<file path="src/rtl/pcmdi_pkg.sv">
package pcmdi_pkg;
  localparam int BYTE_W    = 8;
  localparam int BYTES_MAX = 3;
  localparam int SMP_W     = BYTE_W * BYTES_MAX;
  localparam int IDX_W     = $clog2(BYTES_MAX);

  // number of bytes per sample, minus one
  function automatic logic [IDX_W-1:0] width_to_last(input logic [1:0] sel);
    case (sel)
      2'd0:    width_to_last = IDX_W'(0);
      2'd1:    width_to_last = IDX_W'(1);
      default: width_to_last = IDX_W'(2);
    endcase
  endfunction
endpackage

</file>
<file path="src/rtl/pcmdi_rst_sync.sv">
module pcmdi_rst_sync (
  input  logic clk,
  input  logic rst_n,
  output logic rst_sync_n
);
  logic [1:0] stage_q;

  always_ff @(posedge clk or negedge rst_n) begin
    if (!rst_n) stage_q <= 2'b00;
    else        stage_q <= {stage_q[0], 1'b1};
  end

  assign rst_sync_n = stage_q[1];
endmodule

</file>
<file path="src/rtl/pcmdi_sync_ctrl.sv">
module pcmdi_sync_ctrl
  import pcmdi_pkg::*;
#(
  parameter int CH_W = 3
) (
  input  logic             clk,
  input  logic             rst_n,
  input  logic             wr_en,
  input  logic             sync_bit,
  input  logic [1:0]       cfg_width,
  input  logic [CH_W-1:0]  cfg_chans,
  output logic             accept,
  output logic             realign,
  output logic [IDX_W-1:0] eff_last_byte,
  output logic [CH_W-1:0]  eff_last_chan,
  output logic [IDX_W-1:0] act_last_byte,
  output logic [CH_W-1:0]  act_last_chan
);
  logic             sync_q, sync_d;
  logic [IDX_W-1:0] lb_q, lb_d;
  logic [CH_W-1:0]  lc_q, lc_d;

  always_comb begin
    realign = sync_q & ~sync_bit;
    accept  = wr_en & ~sync_bit;
    sync_d  = sync_bit;
    lb_d    = lb_q;
    lc_d    = lc_q;
    if (realign) begin
      lb_d = width_to_last(cfg_width);
      lc_d = cfg_chans;
    end
    eff_last_byte = lb_d;
    eff_last_chan = lc_d;
  end

  always_ff @(posedge clk or negedge rst_n) begin
    if (!rst_n) begin
      sync_q <= 1'b0;
      lb_q   <= '0;
      lc_q   <= CH_W'(1);
    end else begin
      sync_q <= sync_d;
      lb_q   <= lb_d;
      lc_q   <= lc_d;
    end
  end

  assign act_last_byte = lb_q;
  assign act_last_chan = lc_q;
endmodule

</file>
<file path="src/rtl/pcmdi_byte_pack.sv">
module pcmdi_byte_pack
  import pcmdi_pkg::*;
(
  input  logic              clk,
  input  logic              rst_n,
  input  logic              accept,
  input  logic              realign,
  input  logic [IDX_W-1:0]  last_byte,
  input  logic [BYTE_W-1:0] data,
  output logic              done,
  output logic [SMP_W-1:0]  word
);
  logic [IDX_W-1:0] idx_q, idx_d, idx_eff;
  logic [SMP_W-1:0] acc_q, acc_d;
  logic             acc_en;

  always_comb begin
    idx_eff = realign ? '0 : idx_q;
    for (int b = 0; b < BYTES_MAX; b++) begin
      if (IDX_W'(b) < idx_eff)
        word[SMP_W-1-BYTE_W*b -: BYTE_W] = acc_q[SMP_W-1-BYTE_W*b -: BYTE_W];
      else if (IDX_W'(b) == idx_eff)
        word[SMP_W-1-BYTE_W*b -: BYTE_W] = data;
      else
        word[SMP_W-1-BYTE_W*b -: BYTE_W] = '0;
    end
    done   = accept && (idx_eff == last_byte);
    acc_en = accept;
    acc_d  = word;
    if (done)        idx_d = '0;
    else if (accept) idx_d = idx_eff + IDX_W'(1);
    else             idx_d = idx_eff;
  end

  always_ff @(posedge clk or negedge rst_n) begin
    if (!rst_n) idx_q <= '0;
    else        idx_q <= idx_d;
  end

  always_ff @(posedge clk or negedge rst_n) begin
    if (!rst_n)      acc_q <= '0;
    else if (acc_en) acc_q <= acc_d;
  end
endmodule

</file>
<file path="src/rtl/pcmdi_chan_seq.sv">
module pcmdi_chan_seq
  import pcmdi_pkg::*;
#(
  parameter int CH_W = 3
) (
  input  logic             clk,
  input  logic             rst_n,
  input  logic             done,
  input  logic             realign,
  input  logic [CH_W-1:0]  last_chan,
  input  logic [SMP_W-1:0] word,
  output logic [SMP_W-1:0] smp_data,
  output logic [CH_W-1:0]  smp_chan,
  output logic             smp_valid
);
  logic [CH_W-1:0]  chan_q, chan_d, chan_eff;
  logic [SMP_W-1:0] data_q;
  logic [CH_W-1:0]  ochan_q;
  logic             valid_q;

  always_comb begin
    chan_eff = realign ? '0 : chan_q;
    if (done) chan_d = (chan_eff == last_chan) ? '0 : chan_eff + CH_W'(1);
    else      chan_d = chan_eff;
  end

  always_ff @(posedge clk or negedge rst_n) begin
    if (!rst_n) begin
      chan_q  <= '0;
      valid_q <= 1'b0;
    end else begin
      chan_q  <= chan_d;
      valid_q <= done;
    end
  end

  always_ff @(posedge clk or negedge rst_n) begin
    if (!rst_n) begin
      data_q  <= '0;
      ochan_q <= '0;
    end else if (done) begin
      data_q  <= word;
      ochan_q <= chan_eff;
    end
  end

  assign smp_data  = data_q;
  assign smp_chan  = ochan_q;
  assign smp_valid = valid_q;
endmodule

</file>
<file path="src/rtl/pcm_byte_deinterleaver.sv">
module pcm_byte_deinterleaver
  import pcmdi_pkg::*;
#(
  parameter int MAX_CH = 8
) (
  input  logic                       clk,
  input  logic                       rst_n,
  input  logic                       wr_en,
  input  logic [7:0]                 wr_data,
  input  logic                       sync_bit,
  input  logic [1:0]                 cfg_width,
  input  logic [$clog2(MAX_CH)-1:0]  cfg_chans,
  output logic [23:0]                smp_data,
  output logic [$clog2(MAX_CH)-1:0]  smp_chan,
  output logic                       smp_valid
);
  localparam int CH_W = $clog2(MAX_CH);

  logic             rst_int_n;
  logic             accept, realign, done;
  logic [IDX_W-1:0] eff_last_byte, act_last_byte;
  logic [CH_W-1:0]  eff_last_chan, act_last_chan;
  logic [SMP_W-1:0] word;

  pcmdi_rst_sync u_rst (
    .clk        (clk),
    .rst_n      (rst_n),
    .rst_sync_n (rst_int_n)
  );

  pcmdi_sync_ctrl #(.CH_W(CH_W)) u_ctrl (
    .clk           (clk),
    .rst_n         (rst_int_n),
    .wr_en         (wr_en),
    .sync_bit      (sync_bit),
    .cfg_width     (cfg_width),
    .cfg_chans     (cfg_chans),
    .accept        (accept),
    .realign       (realign),
    .eff_last_byte (eff_last_byte),
    .eff_last_chan (eff_last_chan),
    .act_last_byte (act_last_byte),
    .act_last_chan (act_last_chan)
  );

  pcmdi_byte_pack u_pack (
    .clk       (clk),
    .rst_n     (rst_int_n),
    .accept    (accept),
    .realign   (realign),
    .last_byte (eff_last_byte),
    .data      (wr_data),
    .done      (done),
    .word      (word)
  );

  pcmdi_chan_seq #(.CH_W(CH_W)) u_seq (
    .clk       (clk),
    .rst_n     (rst_int_n),
    .done      (done),
    .realign   (realign),
    .last_chan (eff_last_chan),
    .word      (word),
    .smp_data  (smp_data),
    .smp_chan  (smp_chan),
    .smp_valid (smp_valid)
  );
endmodule

</file>
<file path="config.mk">
export PLATFORM = sky130hd
export DESIGN_NAME = pcm_byte_deinterleaver
export DESIGN_NICKNAME = d
export VERILOG_FILES = /design/src/rtl/pcmdi_pkg.sv /design/src/rtl/pcmdi_rst_sync.sv /design/src/rtl/pcmdi_sync_ctrl.sv /design/src/rtl/pcmdi_byte_pack.sv /design/src/rtl/pcmdi_chan_seq.sv /design/src/rtl/pcm_byte_deinterleaver.sv
export SDC_FILE = /design/constraint.sdc
export NUM_CORES = 1
export LEC_CHECK = 0
export BUFFER_PORTS_ARGS = -buffer_cell sky130_fd_sc_hd__clkbuf_2
export CAP_MARGIN = 20
export CORE_MARGIN = 4
export CORE_UTILIZATION = 40
export CTS_CLUSTER_DIAMETER = 50
export DETAILED_ROUTE_END_ITERATION = 8
export SYNTH_ARGS = -nofsm -noshare
export SYNTH_HDL_FRONTEND = slang
export SYNTH_SLANG_ARGS = --single-unit
</file>
<file path="constraint.sdc">
create_clock -name clk -period 3.7 [get_ports clk]
set_input_delay 0.37 -clock clk [delete_from_list [all_inputs] [get_ports clk]]
set_output_delay 0.37 -clock clk [all_outputs]
set_load 0.1 [all_outputs]
</file>
==> out/qor.tcl <==
set qor(status) {finished clean}
set qor(global_route.peak_usage_layer) {met2}
set qor(drc) 0
set qor(timing_hold_violations_final) 0
set qor(final_common_cell) {sky130_fd_sc_hd__dfrtp_1}
set qor(ioPinCount) 45
set qor(grt_util_met1_pct) 20.37
set qor(grtUsageTotal_pct) 14.85
set qor(worst_ir_drop_vdd_mv) 0.3928
set qor(p_leak_uw) 0.001645
set qor(die_area_um2) 8711
set qor(timing.final.ws_setup_ns) 1.260
set qor(gr-usage-met2_pct) 21.92
set qor(timing.fmax_mhz) 409.9
set qor(worst-path-buf-inv) 1
set qor(drt_iter0_markers) 70
set qor(hold_path.startpoint) {sync_bit}
set qor(crit_path_max_fanout) 31
set qor(clkSlewWorstSetupHoldPaths_ns) 0.07
set qor(maxSlewViolCount) 0
set qor(clock_tree.root_cell) {sky130_fd_sc_hd__clkbuf_8}
set qor(worst_path_largest_cell_delay_ns) 0.92
set qor(power_density_nw_per_um2) 853.7
set qor(timing.slew.headroom_pct) 38.99
set qor(htree_num_levels) 3
set qor(yosys.area.top_type_share_pct) 54.98
set qor(synth-warning-count) 0
set qor(clock_skew_ns) 0.008362
set qor(count_of_cells_along_the_worst_hold_path) 1
set qor(ys_seq_area_share_pct) 55.88
set qor(crit_type) {reg2reg}
set qor(layout_common_cells) {sky130_fd_sc_hd__dfrtp_1 (63), sky130_fd_sc_hd__clkbuf_2 (44), sky130_fd_sc_hd__mux2_1 (26)}
set qor(wp_data_required_ns) 3.92
set qor(fp.coreArea_um2) 6944
set qor(synth.distinct_cells) 33
set qor(timing.critical_path.to_type) {register}
set qor(timing.max_cap.violations) 0
set qor(crit_family) {flip-flops}
set qor(port-buffer-count) 44
set qor(grt_max_degree) 42
set qor(flow.area_growth_from_synthesis_pct) 17.40
set qor(yosys_register_bits) 65
set qor(gr-usage-met3_pct) 3.057
set qor(worstRegToRegCells) 5
set qor(reg2reg_from) {u_pack.idx_q[0]}
set qor(synth.top_cells.by_area) {sky130_fd_sc_hd__dfrtp_1 (55%), sky130_fd_sc_hd__mux2_1 (10%), sky130_fd_sc_hd__mux2_2 (8.1%)}
set qor(timing.hold.worst_endpoint) {u_ctrl.sync_q}
set qor(reg2reg_setup_slack_ns) 1.26
set qor(min-delay-path-class) {in2reg}
set qor(detailedPlace.worstSlack_ns) 1.228
set qor(grt_pass1_vias) 1969
set qor(clock_latency_of_the_later_clocked_register_in_the_worst_skew_pair_ns) 0.34
set qor(start_util_pct) 41.95
set qor(worst_slew_pin_slew_ns) 0.9152
set qor(critical_path.reg2reg.endpoint) {u_seq.smp_data[10]}
set qor(worstSetupPathDepth) 5
set qor(setup_total_negative_slack_ns) 0
set qor(clkSinkCount) 65
set qor(wl_per_cell_um) 15.19
set qor(syn-mean-instance-area_um2) 12.34
set qor(crit_path_start_kind) {register}
set qor(rsz0062_at_grt) {false}
set qor(vias) 1901
set qor(crit_arrival_ns) 2.66
set qor(antenna_found_initial) 0
set qor(cts_bufs_inserted) 9
set qor(site_row_count) 30
set qor(clock_tree_from_tritoncts) {built}
set qor(post-route-min-period_ns) 2.440
set qor(synth_top_area_cell) {sky130_fd_sc_hd__dfrtp_1}
set qor(final_nets) 298
set qor(grt_first_pass_wirelength_mm) 9.929
set qor(postLayoutCoreUtil_pct) 49.24
set qor(place.gp.congestion) 0.7629
set qor(drive_gt1_share_pct) 30.53
set qor(post-route-period-util_pct) 65.94
set qor(y_dimension_of_the_die_um) 93.34
set qor(antenna_left) 0
set qor(die_w_um) 93.34
set qor(cp_cell_sequence) {xor2_1 > or4_1 > and2_4 > clkinv_4 > mux2_1}
set qor(synthCells) 236
set qor(place.detailed.hpwl_mm) 3.904
set qor(viasPerCell) 4.990
set qor(grt_overflow) 0
set qor(synth_nets) 254
set qor(route.final.wire_length_mm) 5.787
set qor(synth_area_um2) 2913
set qor(setup_viol) 0
set qor(antenna_cells) 0
set qor(worst_path_max_delay_cell) {sky130_fd_sc_hd__dfrtp_1}
set qor(clk_path_buf_depth) 2
set qor(length_of_the_first_detailed_routing_pass_in_iterations) 4
-- cell usage after synthesis --
cell,number
sky130_fd_sc_hd__conb_1,1
sky130_fd_sc_hd__clkinv_4,1
sky130_fd_sc_hd__and2_1,2
sky130_fd_sc_hd__nand2_1,14
sky130_fd_sc_hd__ha_1,1
sky130_fd_sc_hd__inv_1,3
sky130_fd_sc_hd__buf_2,4
sky130_fd_sc_hd__dfrtp_1,64
sky130_fd_sc_hd__nor3_1,1
sky130_fd_sc_hd__o22ai_1,1
sky130_fd_sc_hd__buf_1,2
sky130_fd_sc_hd__or4_1,2
sky130_fd_sc_hd__buf_6,3
sky130_fd_sc_hd__a22o_1,8
sky130_fd_sc_hd__a21o_1,2
sky130_fd_sc_hd__o21a_1,1
sky130_fd_sc_hd__nand4_1,2
sky130_fd_sc_hd__nor2b_1,1
sky130_fd_sc_hd__mux2_2,21
sky130_fd_sc_hd__and2_4,1
sky130_fd_sc_hd__and3_1,2
sky130_fd_sc_hd__a32oi_1,1
sky130_fd_sc_hd__nand2b_1,3
sky130_fd_sc_hd__o21ai_0,17
sky130_fd_sc_hd__xnor2_1,5
sky130_fd_sc_hd__nand2b_4,1
sky130_fd_sc_hd__nand3_1,18
sky130_fd_sc_hd__dfstp_2,1
sky130_fd_sc_hd__mux2_1,26
sky130_fd_sc_hd__mux2i_1,10
sky130_fd_sc_hd__xor2_1,2
sky130_fd_sc_hd__clkbuf_1,5
sky130_fd_sc_hd__nor2_1,10
-- repair_timing --
item,CTS,global route
hold buffers,1,0
endpoints found under the hold margin,2,0
setup buffers,0,0
gates resized for setup,0,0
-- logic make-up after synthesis --
kind of cell	Yosys count	share of synthesized area, %
other	1	0.1287
buffers and inverters	18	3.437
AO/OA/AOI/OAI	30	6.615
flip-flops	65	55.89
AND/OR/NAND/NOR	57	9.794
multiplexers	57	21.61
adder cells (fa/ha/maj)	1	0.4295
XOR/XNOR	7	2.105
-- stage by stage --
stage | instance area [um^2] | hold slack [ns] | total power, uW | cells
after floorplan | 2913 | 0.07441 | 2069 | 236
after global placement | 3189 | 0.1563 | 2267 | 364
after detailed placement | 3189 | 0.1592 | 2277 | 364
after CTS | 3420 | 0.1832 | 2954 | 381
after global routing | 3420 | 0.1942 | 3059 | 381
final | 3420 | 0.1988 | 2919 | 381
-- metal layers --
metal	wire length, um	vias to the layer above
li1	-	920
met1	2860	938
met2	2612	33
met3	195	10
met4	118	0
met5	0	-
-- worst max path at each step --
stage	to	start	slack, ns
2_1_floorplan	u_ctrl.act_last_byte[0]	u_rst.stage_q[1]	1.76
3_3_place_gp	u_pack.acc_q[0]	sync_bit	1.20
3_5_place_dp	u_seq.smp_data[3]	u_pack.idx_q[0]	1.23
4_1_cts	u_seq.smp_data[10]	u_pack.idx_q[0]	1.22
5_1_grt	u_seq.smp_chan[1]	u_pack.idx_q[0]	1.06
6_report	u_seq.smp_data[10]	u_pack.idx_q[0]	1.26
-- layout make-up --
cell class,instances,area (um^2)
clock inverters,5,78.83
flip-flops and latches,65,1629
repair buffers,47,245.2
well taps,96,120.1
fillers,648,3525
inverters,4,20.02
clock buffers,11,141.4
multi-input cells,153,1185
-- sequential cells by signal, summed over array words and instances (netlist names) --
register,flops
u_pack.idx_q,2
u_seq.chan_q,3
u_ctrl.sync_q,1
u_seq.smp_data,24
u_rst.stage_q,2
u_ctrl.act_last_byte,2
u_ctrl.act_last_chan,3
u_seq.smp_valid,1
u_pack.acc_q,24
u_seq.smp_chan,3
-- report_power, final --
part	internal, uW	switching [uW]	total, uW
clock	397	269	666
sequential	893	135	1030
combinational	268	958	1230
total	1560	1360	2920
Power figures use the tool's default switching activity.
